==> src/rtl/sar_adc_pkg.sv <==
package sar_adc_pkg;

  // register addresses
  localparam logic [1:0] ADDR_SETUP  = 2'd0;
  localparam logic [1:0] ADDR_CTL    = 2'd1;
  localparam logic [1:0] ADDR_RES_LO = 2'd2;
  localparam logic [1:0] ADDR_RES_HI = 2'd3;

  // control register bit positions
  localparam int CTL_EN   = 7;
  localparam int CTL_GO   = 6;
  localparam int CTL_AUTO = 5;
  localparam int CTL_FLAG = 4;
  localparam int CTL_IE   = 3;

  // setup register bit positions
  localparam int SET_LEFT = 5;

  localparam int MAX_DIV = 128;

  typedef enum logic [1:0] {
    S_IDLE   = 2'd0,
    S_SAMPLE = 2'd1,
    S_BITS   = 2'd2
  } sar_state_e;

  // divider ratio for a prescaler code: 0 and 1 both give 2
  function automatic int unsigned div_of(input logic [2:0] sel);
    int unsigned r;
    if (sel == 3'd0) r = 2;
    else r = 32'd1 << sel;
    return r;
  endfunction

endpackage

==> src/rtl/sar_clk_div.sv <==
module sar_clk_div
  import sar_adc_pkg::*;
#(
  parameter int CNT_W = 7
) (
  input  logic       clk,
  input  logic       rst_n,
  input  logic       run,
  input  logic       restart,
  input  logic [2:0] sel,
  output logic       tick
);

  logic [CNT_W-1:0] cnt_q;
  logic [CNT_W-1:0] lim;
  logic             wrap;

  assign lim  = CNT_W'(div_of(sel) - 1);
  assign wrap = (cnt_q >= lim);
  assign tick = run && !restart && wrap;

  always_ff @(posedge clk or negedge rst_n) begin
    if (!rst_n)               cnt_q <= '0;
    else if (restart || !run) cnt_q <= '0;
    else if (wrap)            cnt_q <= '0;
    else                      cnt_q <= cnt_q + 1'b1;
  end

endmodule

==> src/rtl/sar_search.sv <==
module sar_search
  import sar_adc_pkg::*;
#(
  parameter int RES_BITS     = 10,
  parameter int SAMPLE_TICKS = 2
) (
  input  logic                clk,
  input  logic                rst_n,
  input  logic                start,
  input  logic                abort,
  input  logic                tick,
  input  logic                cmp_i,
  output logic                busy,
  output logic                sample,
  output logic                done,
  output logic [RES_BITS-1:0] dac_code,
  output logic [RES_BITS-1:0] code
);

  localparam int IDX_W  = (RES_BITS > 1) ? $clog2(RES_BITS) : 1;
  localparam int SCNT_W = (SAMPLE_TICKS > 1) ? $clog2(SAMPLE_TICKS + 1) : 1;
  localparam logic [SCNT_W-1:0] SCNT_LAST = SCNT_W'(SAMPLE_TICKS - 1);
  localparam logic [IDX_W-1:0]  IDX_TOP   = IDX_W'(RES_BITS - 1);

  sar_state_e          state_q;
  logic [IDX_W-1:0]    idx_q;
  logic [SCNT_W-1:0]   scnt_q;
  logic [RES_BITS-1:0] acc_q;
  logic [RES_BITS-1:0] trial_bit;

  // one-hot mask of the bit under trial
  assign trial_bit = RES_BITS'(1) << idx_q;

  // code after the current trial is decided
  always_comb begin
    code = acc_q;
    if (cmp_i) code = acc_q | trial_bit;
  end

  assign busy   = (state_q != S_IDLE);
  assign sample = (state_q == S_SAMPLE);
  assign done   = (state_q == S_BITS) && tick && (idx_q == '0) && !abort;

  always_comb begin
    dac_code = '0;
    if (state_q == S_BITS) dac_code = acc_q | trial_bit;
  end

  always_ff @(posedge clk or negedge rst_n) begin
    if (!rst_n) begin
      state_q <= S_IDLE;
      idx_q   <= '0;
      scnt_q  <= '0;
      acc_q   <= '0;
    end else if (abort) begin
      state_q <= S_IDLE;
      acc_q   <= '0;
    end else begin
      case (state_q)
        S_IDLE: begin
          if (start) begin
            state_q <= S_SAMPLE;
            scnt_q  <= '0;
            acc_q   <= '0;
            idx_q   <= IDX_TOP;
          end
        end
        S_SAMPLE: begin
          if (tick) begin
            if (scnt_q == SCNT_LAST) state_q <= S_BITS;
            else scnt_q <= scnt_q + 1'b1;
          end
        end
        S_BITS: begin
          if (tick) begin
            acc_q <= code;
            if (idx_q == '0) state_q <= S_IDLE;
            else idx_q <= idx_q - 1'b1;
          end
        end
        default: state_q <= S_IDLE;
      endcase
    end
  end

endmodule

==> src/rtl/sar_result_fmt.sv <==
module sar_result_fmt #(
  parameter int RES_BITS = 10
) (
  input  logic [RES_BITS-1:0] raw,
  input  logic                left,
  output logic [15:0]         packed_o
);

  localparam int PAD = 16 - RES_BITS;

  if (PAD > 0) begin : g_pad
    assign packed_o = left ? {raw, {PAD{1'b0}}} : {{PAD{1'b0}}, raw};
  end else begin : g_nopad
    logic unused_left;
    assign unused_left = left;
    assign packed_o    = raw[15:0];
  end

endmodule

==> src/rtl/sar_adc_ctrl.sv <==
module sar_adc_ctrl
  import sar_adc_pkg::*;
#(
  parameter int RES_BITS     = 10,
  parameter int SAMPLE_TICKS = 2
) (
  input  logic                clk,
  input  logic                rst_n,
  input  logic [1:0]          reg_addr,
  input  logic                reg_wr,
  input  logic [7:0]          reg_wdata,
  output logic [7:0]          reg_rdata,
  input  logic                trig_i,
  input  logic                irq_ack,
  output logic                irq_o,
  input  logic                cmp_i,
  output logic [RES_BITS-1:0] dac_code,
  output logic                sample_o,
  output logic [1:0]          ref_sel,
  output logic [4:0]          chan_sel
);

  localparam int CNT_W = $clog2(MAX_DIV);

  // register state
  logic [7:0]  setup_q;
  logic        en_q, auto_q, ie_q, flag_q, trig_q;
  logic [2:0]  ps_q;
  logic [15:0] res_q;

  // named internal events
  logic                ctl_wr, setup_wr;
  logic                sw_go, hw_go, start_evt, abort_req;
  logic                busy, tick, done;
  logic [RES_BITS-1:0] code;
  logic [15:0]         res_packed;

  assign ctl_wr    = reg_wr && (reg_addr == ADDR_CTL);
  assign setup_wr  = reg_wr && (reg_addr == ADDR_SETUP);
  assign abort_req = ctl_wr && !reg_wdata[CTL_EN];
  assign sw_go     = ctl_wr && reg_wdata[CTL_EN] && reg_wdata[CTL_GO] && !reg_wdata[CTL_AUTO];
  assign hw_go     = en_q && auto_q && trig_i && !trig_q;
  assign start_evt = (sw_go || hw_go) && !busy && !abort_req;

  sar_clk_div #(.CNT_W(CNT_W)) u_div (
    .clk    (clk),
    .rst_n  (rst_n),
    .run    (busy),
    .restart(start_evt),
    .sel    (ps_q),
    .tick   (tick)
  );

  sar_search #(.RES_BITS(RES_BITS), .SAMPLE_TICKS(SAMPLE_TICKS)) u_search (
    .clk     (clk),
    .rst_n   (rst_n),
    .start   (start_evt),
    .abort   (abort_req),
    .tick    (tick),
    .cmp_i   (cmp_i),
    .busy    (busy),
    .sample  (sample_o),
    .done    (done),
    .dac_code(dac_code),
    .code    (code)
  );

  sar_result_fmt #(.RES_BITS(RES_BITS)) u_fmt (
    .raw     (code),
    .left    (setup_q[SET_LEFT]),
    .packed_o(res_packed)
  );

  always_ff @(posedge clk or negedge rst_n) begin
    if (!rst_n) begin
      setup_q <= '0;
      en_q    <= 1'b0;
      auto_q  <= 1'b0;
      ie_q    <= 1'b0;
      ps_q    <= '0;
      flag_q  <= 1'b0;
      trig_q  <= 1'b0;
      res_q   <= '0;
    end else begin
      trig_q <= trig_i;
      if (setup_wr) setup_q <= reg_wdata;
      if (ctl_wr) begin
        en_q   <= reg_wdata[CTL_EN];
        auto_q <= reg_wdata[CTL_AUTO];
        ie_q   <= reg_wdata[CTL_IE];
        ps_q   <= reg_wdata[2:0];
      end
      if (done) res_q <= res_packed;
      // completion wins over a clear in the same cycle
      if (done) flag_q <= 1'b1;
      else if ((ctl_wr && reg_wdata[CTL_FLAG]) || irq_ack) flag_q <= 1'b0;
    end
  end

  always_comb begin
    case (reg_addr)
      ADDR_SETUP:  reg_rdata = setup_q;
      ADDR_CTL:    reg_rdata = {en_q, busy, auto_q, flag_q, ie_q, ps_q};
      ADDR_RES_LO: reg_rdata = res_q[7:0];
      default:     reg_rdata = res_q[15:8];
    endcase
  end

  assign irq_o    = flag_q && ie_q;
  assign ref_sel  = setup_q[7:6];
  assign chan_sel = setup_q[4:0];

endmodule

==> config.mk <==
export PLATFORM = sky130hd
export DESIGN_NAME = sar_adc_ctrl
export DESIGN_NICKNAME = d
export VERILOG_FILES = /design/src/rtl/sar_adc_pkg.sv /design/src/rtl/sar_clk_div.sv /design/src/rtl/sar_search.sv /design/src/rtl/sar_result_fmt.sv /design/src/rtl/sar_adc_ctrl.sv
export SDC_FILE = /design/constraint.sdc
export NUM_CORES = 1
export LEC_CHECK = 0
export ABC_AREA = 1
export CORE_ASPECT_RATIO = 1.2
export CORE_MARGIN = 5
export CORE_UTILIZATION = 56
export CTS_CLUSTER_SIZE = 40
export DETAILED_ROUTE_END_ITERATION = 10
export GPL_ROUTABILITY_DRIVEN = 0
export PLACE_DENSITY = 0.81
export SLEW_MARGIN = 20
export SYNTH_ARGS = -nofsm -noshare
export SYNTH_HDL_FRONTEND = slang
export SYNTH_SLANG_ARGS = --single-unit
==> constraint.sdc <==
create_clock -name clk -period 2.8 [get_ports clk]
set_input_delay 0.28 -clock clk [delete_from_list [all_inputs] [get_ports clk]]
set_output_delay 0.28 -clock clk [all_outputs]
set_load 0.03 [all_outputs]
==> impl_metrics.csv, run 1 <==
group,metric,value,unit
outcome,status,"finished clean",
pwr,p_leak,2.04,nW
timing,rsz0062_at_grt,"false",
floorplan,rows,31,
grt,grt_pass1_vias,2994,
final_layout,multi_input_area,1670,um2
synth,synthTopCellsByArea,"dfrtp_1, nand2_1, inv_1",
final_layout,drive_above_1_share,11.2,%
worst_setup_path,critPathKind,"reg -> out",
worst_setup_path,end_kind,"primary output",
synth,ys.flop_type,"dfrtp_1",
synth,ys_ff_latch,57,
pwr,p_int,1.82,mW
grt,grt_pass1_wl,13.6,mm
final_layout,final_area,4130,um2
synth,synth_top_area_share,42.4,%
pwr,p_sw,1.19,mW
cts,h-tree-depth,3,
routing,drt.antenna.violating_nets,0,
cts,clock_latency,340,ps
worst_setup_path,cp_data_required_time,2520,ps
final_layout,synthToLayoutAreaGrowth,22.8,%
cts,clock-root-buffer,"clkbuf_8",
routing,wl,7.80,mm
cts,cts.clk_slew.worst_paths,70,ps
worst_setup_path,startpoint,"u_search.state_q[1]",
routing,wl_per_cell,13.6,um
synth,synth_nets,463,
routing,via_per_inst,5.26,
timing,timing.final.ws_setup,146,ps
floorplan,die_h,94.9,um
synth,synthesis.instances,433,
timing,layout_min_cycle_time,2650,ps
cts,cts_tree,"done",
synth,yosys_warnings,0,
timing,setup_violations,0,
placement,port_buffers,42,
timing,max_freq,0.377,GHz
pwr,p_sw_share,39.6,%
timing,relSlewSlack,71.9,%
final_layout,regArea,1430,um2
synth,synth_most_common_cell,"nand2_1",
synth,synth_edf_count,0,
worst_setup_path,critical_path_arrival,2370,ps
synth,syn_area,3360,um2
synth,synth_top_cell_by_area,"dfrtp_1",
cts,cts.sinks,57,
synth,ys_seq_area_share,42.4,%
grt,grt_overflow,0,
floorplan,fp.coreArea,5930,um2
timing,fin_crit_sh,94.8,%
cts,cts_setup_buffers,0,
pwr,vdd_drop_max,0.553,mV
floorplan,die_w,80.7,um
placement,dp_slack,-29.9,ps
synth,synth_common_cells,"nand2_1, dfrtp_1, inv_1",
worst_setup_path,worstSetupStartpointType,"register",
timing,finClkSkew,8.68,ps
synth,ys_types,37,
floorplan,start_util,56.7,%
final_layout,nets,515,
routing,dr_total_vias,3006,
cts,clockBufferDepth,2,
floorplan,num_io_pins,43,
routing,drc,0,
pwr,pwr-share-comb,36.6,%
timing,hold_violations,0,
worst_setup_path,crit_fanout,13,
pwr,p_clk_share,28.4,%
final_layout,fillCellCount,490,
grt,grt_start_max_net_pins,24,
synth,async_reset_ff_share,100,%
flow_run,cap_violations,0,
worst_setup_path,rr_startpoint,"ps_q[1]",
grt,grt_antenna_before_repair,0,
final_layout,n_antenna_cell,0,
cts,cts_inserted_buffers,9,
pwr,power_frac_seq,34.9,%
timing,slew_violations,0,
routing,firstDrtPassIters,5,
floorplan,die_area,7660,um2
grt,grt_use_total,22.9,%
timing,worstMarginPinSlew,421,ps
pwr,powerDensity,730,nW/um2
placement,placed_cell_area,3860,um2
hold_path,hp-class,"in -> async",
routing,drt_iter0_markers,176,
placement,dp_hpwl,5.93,mm
synth,avgSynthCellArea,7.76,um2
[cells in the final DEF, fill, tap and decap left out, types with 2 or more instances in the layout]
cell type	n
nor2_1	46
nand3_1	36
nor2_2	5
o21ai_2	3
xor2_1	4
o21ai_0	32
clkdlybuf4s50_1	41
nand2_1	110
nand4_1	6
o2111ai_1	4
inv_1	56
o21bai_1	2
a31oi_1	5
inv_2	3
clkbuf_8	10
o21ai_1	2
mux2_2	2
nor3_1	2
xnor2_1	2
clkinv_2	3
nor2_8	2
a221oi_1	4
nand2_2	4
dfrtp_1	57
buf_4	5
bufinv_16	2
ha_1	14
clkinvlp_4	2
a21oi_2	2
nand2_4	6
a21oi_1	5
o22ai_1	2
nand3_4	2
[logic make-up after synthesis]
logic type	synth area share [%]
multiplexers	0.670
buffers and inverters	8.82
adder cells (fa/ha/maj)	5.21
flip-flops	42.4
XOR/XNOR	1.56
AO/OA/AOI/OAI	11.6
AND/OR/NAND/NOR	29.7
[metrics by stage]
stage	power, mW	std cells	hold WS [ps]	utilization (%)	TNS [ps]
after detailed placement	2.14	553	218	65.0	-136
after CTS	3.01	570	386	69.0	0
after floorplan	1.84	433	-15.6	-	0
after global routing	3.22	572	411	69.6	0
after global placement	2.10	553	222	65.0	0
final	3.01	572	384	69.6	0
[worst max-delay path, stage by stage (launching register included)]
cell,delay (ps)
dfrtp_1,500
inv_1,120
nor2_1,260
inv_1,260
a21oi_1,190
clkdlybuf4s50_1,700
[layer usage]
metal	up-vias	GRT usage (%)	part of all wire [%]
met1	1415	28.2	44
li1	1507	-	-
met3	14	6.20	4.7
met5	-	0	0
met4	0	9.72	2.0
met2	70	37.7	49
[final timing paths]
| path | endpoint | slack, ps | depth (start not counted) |
|---|---|---|---|
| worst min register to register | res_q[2] | 470 | 2 |
| min in group clk | trig_q | 410 | 1 |
| worst max register to register | u_search.idx_q[2] | 210 | 15 |
| worst min-delay path | u_div.cnt_q[4] | 380 | 2 |
| worst max-delay path | dac_code[0] | 150 | 5 |
| max in group asynchronous | res_q[15] | 1800 | 3 |
[power groups by stage]
stage	sequential (mW)	clock [mW]	combinational, mW
CTS	1.05	0.871	1.09
global route	1.07	0.914	1.24
floorplan	1.06	0	0.784
detailed placement	1.06	0	1.07
finish	1.05	0.857	1.10
global placement	1.06	0	1.04
[repair_timing]
item	CTS	global route
cloned	0	2
gates resized for setup	2	9
hold endpoints to repair	15	0
endpoints found under the setup margin	10	28
pin swaps	0	1
hold buffers	1	0
[state kept, by name, indices dropped and copies added, names as in the netlist]
name,cells
u_search.acc_q,10
u_search.idx_q,4
setup_q,8
en_q,1
u_div.cnt_q,7
ps_q,3
flag_q,1
auto_q,1
trig_q,1
ie_q,1
u_search.state_q,2
u_search.scnt_q,2
res_q,16
[area by class of cell]
cell class,count,share of cell area [%]
Clock inverter,5,1.91
Tap cell,82,2.49
Clock buffer,11,3.43
Timing Repair Buffer,48,11.2
Sequential cell,57,34.6
Multi-Input combinational cell,306,40.4
Inverter,62,5.82
Timing Repair inverter,1,0.182
(Power assumes the default switching activity.)
==> run 2, diff against run 1 <==
--- a/config.mk
+++ b/config.mk
@@ -13,6 +13,7 @@
 export DETAILED_ROUTE_END_ITERATION = 10
 export GPL_ROUTABILITY_DRIVEN = 0
 export PLACE_DENSITY = 0.81
+export SKIP_CTS_REPAIR_TIMING = 1
 export SLEW_MARGIN = 20
 export SYNTH_ARGS = -nofsm -noshare
 export SYNTH_HDL_FRONTEND = slang
==> run 2 against run 1 <==
  * Clock power barely moved
  * Critical endpoint unchanged
  * Final cell count fell by 0.17%
  * Largest power group unchanged
  * Hold slack barely moved
  * Highest routed layer unchanged
  * Register-to-register slack barely moved
==> impl_metrics.csv, run 2 (synthesis results as in run 1) <==
group,metric,value,unit
outcome,status,"finished clean",
timing,layout_min_cycle_time,2650,ps
routing,firstDrtPassIters,4,
timing,tns,0,ps
worst_setup_path,crit_fanout,13,
grt,grt_antenna_before_repair,0,
worst_setup_path,critical_path_arrival,2370,ps
pwr,total_power,3.01,mW
placement,dp_cells,553,
final_layout,synthToLayoutAreaGrowth,22.4,%
grt,grt_pass1_wl,13.6,mm
final_layout,final_area,4120,um2
worst_setup_path,cp_data_required_time,2520,ps
final_layout,nets,514,
cts,cts_tree,"done",
final_layout,layout_common_cells,"nand2_1, dfrtp_1, inv_1",
grt,grt_start_max_net_pins,24,
routing,drc,0,
routing,wl,7.83,mm
timing,slew_violations,0,
floorplan,die_w,80.7,um
timing,whs,384,ps
cts,h-tree-depth,3,
pwr,p_leak,2.02,nW
timing,relSlewSlack,71.3,%
floorplan,die_area,7660,um2
cts,cts_inserted_buffers,9,
placement,port_buffers,42,
routing,drt_iter0_markers,159,
hold_path,hp-class,"in -> async",
timing,fin_crit_sh,94.5,%
final_layout,layout_commonest_cell,"nand2_1",
routing,drt.antenna.violating_nets,0,
final_layout,drive_above_1_share,11.0,%
timing,timing.final.ws_setup,153,ps
final_layout,largest_reg_flops,16,
placement,dp_slack,-29.9,ps
floorplan,fp.coreArea,5930,um2
final_layout,n_antenna_cell,0,
worst_setup_path,reg2reg_slack,220,ps
final_layout,top_register,"res_q",
routing,dr_total_vias,3020,
cts,clockBufferDepth,2,
timing,setup_violations,0,
floorplan,start_util,56.7,%
cts,cts.sinks,57,
routing,wl_per_cell,13.7,um
timing,rsz0062_at_grt,"false",
timing,worstMarginPinSlew,429,ps
final_layout,layout.cells.non_filler,571,
pwr,powerDensity,732,nW/um2
floorplan,num_io_pins,43,
flow_run,cap_violations,0,
worst_setup_path,worstSetupStartpointType,"register",
floorplan,die_h,94.9,um
final_layout,fin_util,69.3,%
floorplan,rows,31,
timing,hold_violations,0,
worst_setup_path,critPathKind,"reg -> out",
grt,grt_use_total,22.9,%
timing,max_freq,0.378,GHz
grt,grt_pass1_vias,2988,
routing,via_per_inst,5.29,
grt,grt_overflow,0,
cts,clock-root-buffer,"clkbuf_8",
cts,clock_latency,340,ps
placement,placed_cell_area,3860,um2
worst_setup_path,end_kind,"primary output",
timing,finClkSkew,8.47,ps
final_layout,top_regs,"res_q x16, u_search.acc_q x10, setup_q x8",
pwr,vdd_drop_max,0.555,mV
placement,dp_hpwl,5.93,mm
cts,cts.clk_slew.worst_paths,70,ps
## run 2: cell count changes in the layout (fill, tap and decap cells not counted), sizes merged
cell	change
clkinvlp	-1
## run 2: report_power, final
group	switching, mW	total [mW]	internal, mW
logic	0.731	1.10	0.369
clock network	0.336	0.860	0.524
registers	0.126	1.05	0.926
## run 2: cell type report
| type | count | area [um2] |
|---|---|---|
| Sequential cell | 57 | 1430 |
| Timing Repair Buffer | 48 | 463 |
| Clock buffer | 11 | 141 |
| Multi-Input combinational cell | 306 | 1660 |
| Inverter | 62 | 240 |
| Fill cell | 494 | 1820 |
| Clock inverter | 5 | 78.8 |
| Tap cell | 82 | 103 |
## run 2: critical path: stages (launching register included)
cell and delay [ps]:
dfrtp_1 490, inv_1 120, nor2_1 260, inv_1 260, a21oi_1 190, clkdlybuf4s50_1 700
## run 2: per-layer routing
metal / global-route usage [%] / up-vias / routed length [um]
met5: 0 / - / 0
met4: 9.72 / 0 / 195
met3: 6.20 / 18 / 402
met2: 37.7 / 76 / 3810
met1: 28.2 / 1418 / 3420
li1: - / 1508 / -
## run 2: worst paths after layout
check                                 endpoint  cells after the start           startpoint
worst max register to register       res_q[10]                     14              ps_q[1]
worst max-delay path               dac_code[0]                      5  u_search.state_q[1]
min in group clk                        trig_q                      1               trig_i
worst min register to register        res_q[2]                      2             res_q[2]
max in group asynchronous            res_q[15]                      3                rst_n
worst min-delay path            u_div.cnt_q[4]                      2                rst_n
==> run 3, diff against run 2 <==
--- a/config.mk
+++ b/config.mk
@@ -12,6 +12,7 @@
 export CTS_CLUSTER_SIZE = 40
 export DETAILED_ROUTE_END_ITERATION = 10
 export GPL_ROUTABILITY_DRIVEN = 0
+export HOLD_SLACK_MARGIN = 0.03
 export PLACE_DENSITY = 0.81
 export SKIP_CTS_REPAIR_TIMING = 1
 export SLEW_MARGIN = 20
==> results of run 3 <==
The final DEF is identical to that of run 2; final timing and power are the same.
